## src/rtl/idct4_pkg.sv

```systemverilog
package idct4_pkg;

    localparam int COEF_W  = 16;
    localparam int PIX_W   = 8;
    localparam int SIDE    = 4;
    localparam int NPIX    = SIDE * SIDE;
    localparam int RND_ADD = 32;
    localparam int RND_SH  = 6;
    localparam int PIX_MAX = (1 << PIX_W) - 1;

    typedef logic signed [COEF_W-1:0] coef_t;
    typedef coef_t [SIDE-1:0]         quad_t;
    typedef coef_t [NPIX-1:0]         cblk_t;
    typedef logic [PIX_W-1:0]         pix_t;
    typedef pix_t [NPIX-1:0]          pblk_t;

    typedef struct packed {
        logic  valid;
        logic  dc_only;
        coef_t dc;
        cblk_t data;
        pblk_t pred;
    } stage_t;

    // One 1-D inverse butterfly; every sum wraps at COEF_W bits.
    function automatic quad_t inv_bfly(input quad_t y);
        coef_t a0, a1, a2, a3;
        coef_t e0, e1, e2, e3;
        quad_t z;
        a0 = y[0];
        a1 = y[1];
        a2 = y[2];
        a3 = y[3];
        e0 = a0 + a2;
        e1 = a0 - a2;
        e2 = (a1 >>> 1) - a3;
        e3 = a1 + (a3 >>> 1);
        z[0] = e0 + e3;
        z[1] = e1 + e2;
        z[2] = e1 - e2;
        z[3] = e0 - e3;
        return z;
    endfunction

    // Round, scale, saturating add to prediction, clamp to pixel range.
    function automatic pix_t rebuild(input coef_t z, input pix_t p);
        coef_t                   biased;
        coef_t                   scaled;
        logic signed [COEF_W:0]  wide;
        coef_t                   sat;
        biased = z + coef_t'(RND_ADD);
        scaled = biased >>> RND_SH;
        wide   = {scaled[COEF_W-1], scaled} + {{(COEF_W+1-PIX_W){1'b0}}, p};
        if (wide > $signed({2'b00, {(COEF_W-1){1'b1}}}))
            sat = {1'b0, {(COEF_W-1){1'b1}}};
        else if (wide < $signed({2'b11, {(COEF_W-1){1'b0}}}))
            sat = {1'b1, {(COEF_W-1){1'b0}}};
        else
            sat = wide[COEF_W-1:0];
        if (sat < 0)
            return '0;
        else if (sat > coef_t'(PIX_MAX))
            return pix_t'(PIX_MAX);
        else
            return sat[PIX_W-1:0];
    endfunction

endpackage

```

## src/rtl/idct4_row_pass.sv

```systemverilog
module idct4_row_pass
    import idct4_pkg::*;
(
    input  logic   clk,
    input  logic   rst_n,
    input  stage_t in_s,
    output stage_t out_s
);

    stage_t st_d, st_q;
    cblk_t  row_res;

    generate
        for (genvar r = 0; r < SIDE; r++) begin : g_row
            quad_t q_in, q_out;
            always_comb begin
                for (int k = 0; k < SIDE; k++)
                    q_in[k] = in_s.data[r*SIDE + k];
                q_out = inv_bfly(q_in);
            end
            for (genvar k = 0; k < SIDE; k++) begin : g_el
                assign row_res[r*SIDE + k] = q_out[k];
            end
        end
    endgenerate

    always_comb begin
        st_d       = st_q;
        st_d.valid = in_s.valid;
        if (in_s.valid) begin
            st_d.dc_only = in_s.dc_only;
            st_d.dc      = in_s.data[0];
            st_d.data    = row_res;
            st_d.pred    = in_s.pred;
        end
    end

    always_ff @(posedge clk) begin
        if (!rst_n) st_q <= '0;
        else        st_q <= st_d;
    end

    assign out_s = st_q;

endmodule

```

## src/rtl/idct4_col_pass.sv

```systemverilog
module idct4_col_pass
    import idct4_pkg::*;
(
    input  logic   clk,
    input  logic   rst_n,
    input  stage_t in_s,
    output stage_t out_s
);

    stage_t st_d, st_q;
    cblk_t  col_res;

    generate
        for (genvar c = 0; c < SIDE; c++) begin : g_col
            quad_t q_in, q_out;
            always_comb begin
                for (int k = 0; k < SIDE; k++)
                    q_in[k] = in_s.data[k*SIDE + c];
                q_out = inv_bfly(q_in);
            end
            for (genvar k = 0; k < SIDE; k++) begin : g_el
                assign col_res[k*SIDE + c] = q_out[k];
            end
        end
    endgenerate

    always_comb begin
        st_d       = st_q;
        st_d.valid = in_s.valid;
        if (in_s.valid) begin
            st_d.dc_only = in_s.dc_only;
            st_d.dc      = in_s.dc;
            st_d.data    = col_res;
            st_d.pred    = in_s.pred;
        end
    end

    always_ff @(posedge clk) begin
        if (!rst_n) st_q <= '0;
        else        st_q <= st_d;
    end

    assign out_s = st_q;

endmodule

```

## src/rtl/idct4_recon_stage.sv

```systemverilog
module idct4_recon_stage
    import idct4_pkg::*;
(
    input  logic   clk,
    input  logic   rst_n,
    input  stage_t in_s,
    output logic   done,
    output pblk_t  pix
);

    typedef struct packed {
        logic  done;
        pblk_t pix;
    } out_t;

    out_t  o_d, o_q;
    pblk_t built;

    generate
        for (genvar i = 0; i < NPIX; i++) begin : g_pix
            coef_t src;
            assign src      = in_s.dc_only ? in_s.dc : in_s.data[i];
            assign built[i] = rebuild(src, in_s.pred[i]);
        end
    endgenerate

    always_comb begin
        o_d      = o_q;
        o_d.done = in_s.valid;
        if (in_s.valid)
            o_d.pix = built;
    end

    always_ff @(posedge clk) begin
        if (!rst_n) o_q <= '0;
        else        o_q <= o_d;
    end

    assign done = o_q.done;
    assign pix  = o_q.pix;

endmodule

```

## src/rtl/idct4_recon.sv

```systemverilog
module idct4_recon
    import idct4_pkg::*;
(
    input  logic                    clk,
    input  logic                    rst_n,
    input  logic                    start,
    input  logic                    dc_only,
    input  logic [NPIX*COEF_W-1:0]  coef_in,
    input  logic [NPIX*PIX_W-1:0]   pred_in,
    output logic                    done,
    output logic [NPIX*PIX_W-1:0]   recon_out
);

    stage_t s0, s1, s2;
    pblk_t  pix_blk;

    always_comb begin
        s0         = '0;
        s0.valid   = start;
        s0.dc_only = dc_only;
        s0.dc      = coef_in[COEF_W-1:0];
        s0.data    = cblk_t'(coef_in);
        s0.pred    = pblk_t'(pred_in);
    end

    idct4_row_pass u_row (
        .clk   (clk),
        .rst_n (rst_n),
        .in_s  (s0),
        .out_s (s1)
    );

    idct4_col_pass u_col (
        .clk   (clk),
        .rst_n (rst_n),
        .in_s  (s1),
        .out_s (s2)
    );

    idct4_recon_stage u_rec (
        .clk   (clk),
        .rst_n (rst_n),
        .in_s  (s2),
        .done  (done),
        .pix   (pix_blk)
    );

    assign recon_out = pix_blk;

endmodule

```

## config.mk

```make
export PLATFORM = sky130hd
export DESIGN_NAME = idct4_recon
export DESIGN_NICKNAME = d
export VERILOG_FILES = /design/src/rtl/idct4_pkg.sv /design/src/rtl/idct4_row_pass.sv /design/src/rtl/idct4_col_pass.sv /design/src/rtl/idct4_recon_stage.sv /design/src/rtl/idct4_recon.sv
export SDC_FILE = /design/constraint.sdc
export NUM_CORES = 2
export LEC_CHECK = 0
export BUFFER_PORTS_ARGS = -buffer_cell sky130_fd_sc_hd__buf_2
export CAP_MARGIN = 20
export CORE_AREA = 10 10 266 523
export CTS_CLUSTER_DIAMETER = 150
export CTS_CLUSTER_SIZE = 25
export DETAILED_ROUTE_END_ITERATION = 10
export DIE_AREA = 0 0 276 533
export GPL_TIMING_DRIVEN = 0
export PLACE_DENSITY = 0.91
export SETUP_SLACK_MARGIN = 0.02
export SLEW_MARGIN = 20
export SYNTH_ARGS = -nofsm -noshare
export SYNTH_HDL_FRONTEND = slang
export SYNTH_SLANG_ARGS = --single-unit
```

## constraint.sdc

```tcl
create_clock -name clk -period 13.35 [get_ports clk]
set_input_delay 2.67 -clock clk [delete_from_list [all_inputs] [get_ports clk]]
set_output_delay 2.67 -clock clk [all_outputs]
set_load 0.005 [all_outputs]
```

==> impl_results.md <==
* Status: finished, final reports clean
* Crit. Startpoint: coef_in[34]
* Die area at 0.147 sq mm
* Most common cell after layout, fill and taps aside: nor2_1
* CP bufs+invs at 4
* DRT Pass-1 Iters at 9
* PostCTS Resize Cnt at 0
* # nets final at around 12000
* R2r startpoint: u_col.out_s[400]$_SDFFE_PN0P_
* Ys flop type: dfxtp_1
* FF/Latch Area at approximately 0.017 sq mm
* Peak VDD IR at 0.327 mV
* Slew margin rel. at 12.7%
* Final Hold Fails at 0
* TNS Setup at 0 ps
* Largest net degree at the start of global routing at 26
* Slowest CP cell: a2111oi_0
* RSZ-0062 raised after global routing: false
* Synth cell types at 102
* Share of cells above drive strength 1 at 8.22%
* ANT nets after route at 0
* 1st-iter DRT viols at around 6800
* Power per Cell Area at 291 mW/mm^2
* TritonCTS clock tree: done
* Slew Limit Fails at 0
* Row cnt at 188
* Clock root buffer: clkbuf_16
* Setup slack after layout at 5360 ps
* Setup Viol. Count Final at 0
* Worst EP arrival at around 8600 ps
* CP Capture Type: register
* IO Port Bufs at 515
* Clock Skew at 76.4 ps
* Clock sinks at 835
* Area occupied by multi-input gates at between 0.05 and 0.06 sq mm
* Worst path max stage delay at 920 ps
* Placed instance count at around 12000
* Synth warn at 0
* Post-CTS Hold Buffers at 0
* WS Path Type: input port to register
* Gp weighted congestion at 1.15
* Reg clk slew, reported paths at 130 ps
* Hold Crit Class: register to register
* Critical path's top delay family: compound AO/OA/AOI/OAI gates
* GRT Residual Overflow at 0
* Placed cell area at 0.0829 sq mm
* Most frequent cells in the layout: nor2_1 (1260), ha_1 (1099), inv_1 (900), dfxtp_1 (835), a21oi_1 (803)
* Final Cell Area at 0.0843 sq mm
* Num CTS Buffers at 39
* Pre-CTS setup slack at 5140 ps
* Register area share after synthesis at 21.4%
* Asr flop ratio synth at 0%
* Gr usage total at 47.4%
* Number of max-cap violations at 0
* Post-CTS setup buffer count at 0
* Initial core utilization at 59.6%
* Top Ports at 517
* Total wire length at between 300000 and 400000 microns
* Clock tree buffer depth at 3
* Syn Inst Count at 9844
* CP cell instances: buf_2 -> inv_1 -> ha_1 -> clkbuf_1 -> o21bai_1 -> a21oi_1 -> o41ai_1 -> o21bai_1 -> a21oi_1 -> o21ai_0 -> xnor2_1 -> ha_1 -> clkbuf_1 -> or3_1 -> nor3_1 -> a2111oi_0 -> o21bai_1 -> a21oi_1 -> o31ai_1 -> xnor2_1 -> o21ai_1
* CP required at 13940 ps
* Final cycle utilization of the critical path at 59.8%
* Via Count at a little under 80000
* Layout Utilization at ~64%
* Actual slew at the worst max-slew pin at 1310 ps
* Die width at 276 microns
* Mapped Nets at 11395
* Core area at 0.131 sq mm
* Die H at 533 microns
* HP Start: u_rec.pix[27]$_SDFFE_PN0P_
* Yosys reg bits at 835
* Post-Syn Area at 0.0780 sq mm
* DR WL/cell at 29.4 microns
* Worst skew pair latency at 760 ps
* Startpoint types: input port
* Initial antenna violation count at 42
* F_max at 0.125 GHz
* DRC Markers at 0
* P&R area growth vs syn at 8.11%
* Fill count at 11401
* EDFF count, synth at 0
* Syn Area/Cell at 7.92 sq um
* Vias/cell at around 6.4
* Minimum clock period after layout at 7990 ps
* Vias in the first global route at approximately 77000
* Highest net fanout along the worst path at 8
* Post-route insts no fill at 12168
* First-pass GRT wire length at 523000 microns
* Maximum level of the CTS H-tree at 2
* P_leak at 39.5 nW
* DP Wirelength at 296000 microns
==> layout make-up <==
| cell class | instances | area share (%) |
|---|---|---|
| Multi-Input combinational cell | 7706 | 67.0 |
| Sequential cell | 835 | 19.8 |
| Inverter | 904 | 4.02 |
| Timing Repair Buffer | 531 | 3.32 |
| Tap cell | 1710 | 2.54 |
| Buffer | 399 | 1.97 |
| Clock buffer | 39 | 1.16 |
| Antenna cell | 41 | 0.122 |
| Clock inverter | 3 | 0.0579 |
==> stage by stage <==
stage                     power [mW]  hold WS, ps
after floorplan                 14.4          422
after global placement          21.1          433
after detailed placement        21.4          439
after CTS                       22.9          466
after global routing            25.5          485
final                           24.5          466
==> worst register-to-register path, cell delays in order, from the launching register on <==
cell,delay [ps]
dfxtp_1,330
buf_4,200
buf_8,180
inv_2,310
buf_2,460
clkbuf_1,650
clkbuf_1,860
clkbuf_1,930
a21oi_1,240
xnor2_1,410
ha_1,310
a21o_1,190
a21o_1,220
a21o_1,180
a21oi_1,210
o21ai_0,100
a21oi_1,260
nor2_1,80
o311ai_1,830
a31o_2,290
a21oi_1,70
==> flip-flops by register name, summed over array words and instances (netlist names) <==
name / count
u_rec.pix: 128
u_rec.done: 1
u_row.out_s: 389
u_col.out_s: 317
==> routing by layer <==
metal,GRT usage (%),up-vias,share of wire [%]
met5,0.584,-,0.033
met4,55.0,18,15
met3,12.9,1956,7.6
met2,81.6,4130,48
met1,41.6,36595,30
li1,-,34946,-
==> logic make-up (layout without fill, tap and decap cells) <==
family	count (synthesis)	count (layout)	synth area share [%]
AO/OA/AOI/OAI	2472	2472	20.5
other	0	41	0
AND/OR/NAND/NOR	2654	2654	15.7
adder cells (fa/ha/maj)	1163	1163	19.3
buffers and inverters	1303	1876	6.40
XOR/XNOR	993	993	11.2
flip-flops	835	835	21.4
multiplexers	424	424	5.46
==> cells in the mapped netlist (26+ instances only) <==
cell	instances	area, sq um
nor2_1	1261	4730
ha_1	1099	13800
inv_1	900	3380
dfxtp_1	835	16700
a21oi_1	803	4020
xnor2_1	691	6050
o21ai_0	486	2430
mux2i_1	415	4150
nand2_1	407	1530
clkbuf_1	327	1230
xor2_1	299	2620
a21o_1	215	1610
a211oi_1	200	1500
nand2b_1	198	1240
nor3_1	188	941
nor2b_1	163	1020
o21bai_1	140	1050
nand3_1	124	621
a31o_2	76	666
and3_1	67	419
fa_1	64	1280
o21a_1	62	465
a31oi_1	51	319
a21boi_0	46	345
o31ai_1	45	338
buf_1	43	161
or3_1	42	263
and2_1	40	250
o41ai_1	33	289
a221o_1	29	290
nor3b_1	28	210
or2_2	26	163
==> worst paths after layout <==
| kind | to | slack (ps) | cells after the start |
|---|---|---|---|
| max reg2reg | u_rec.pix[35]$_SDFFE_PN0P_ | 5880 | 20 |
| min | u_rec.pix[27]$_SDFFE_PN0P_ | 470 | 2 |
| min reg2reg | u_rec.pix[27]$_SDFFE_PN0P_ | 470 | 2 |
| max | u_row.out_s[191]$_SDFFE_PN0P_ | 5360 | 21 |
==> power by group <==
part           switching [mW]  leakage (nW)  total (mW)  internal (mW)
clock                   0.908         0.502        1.44          0.534
combinational            13.2          32.1        19.4           6.27
sequential              0.713          6.85        3.66           2.95
total                    14.8          39.5        24.5           9.75
No activity file was read; power rests on OpenSTA's default activity.
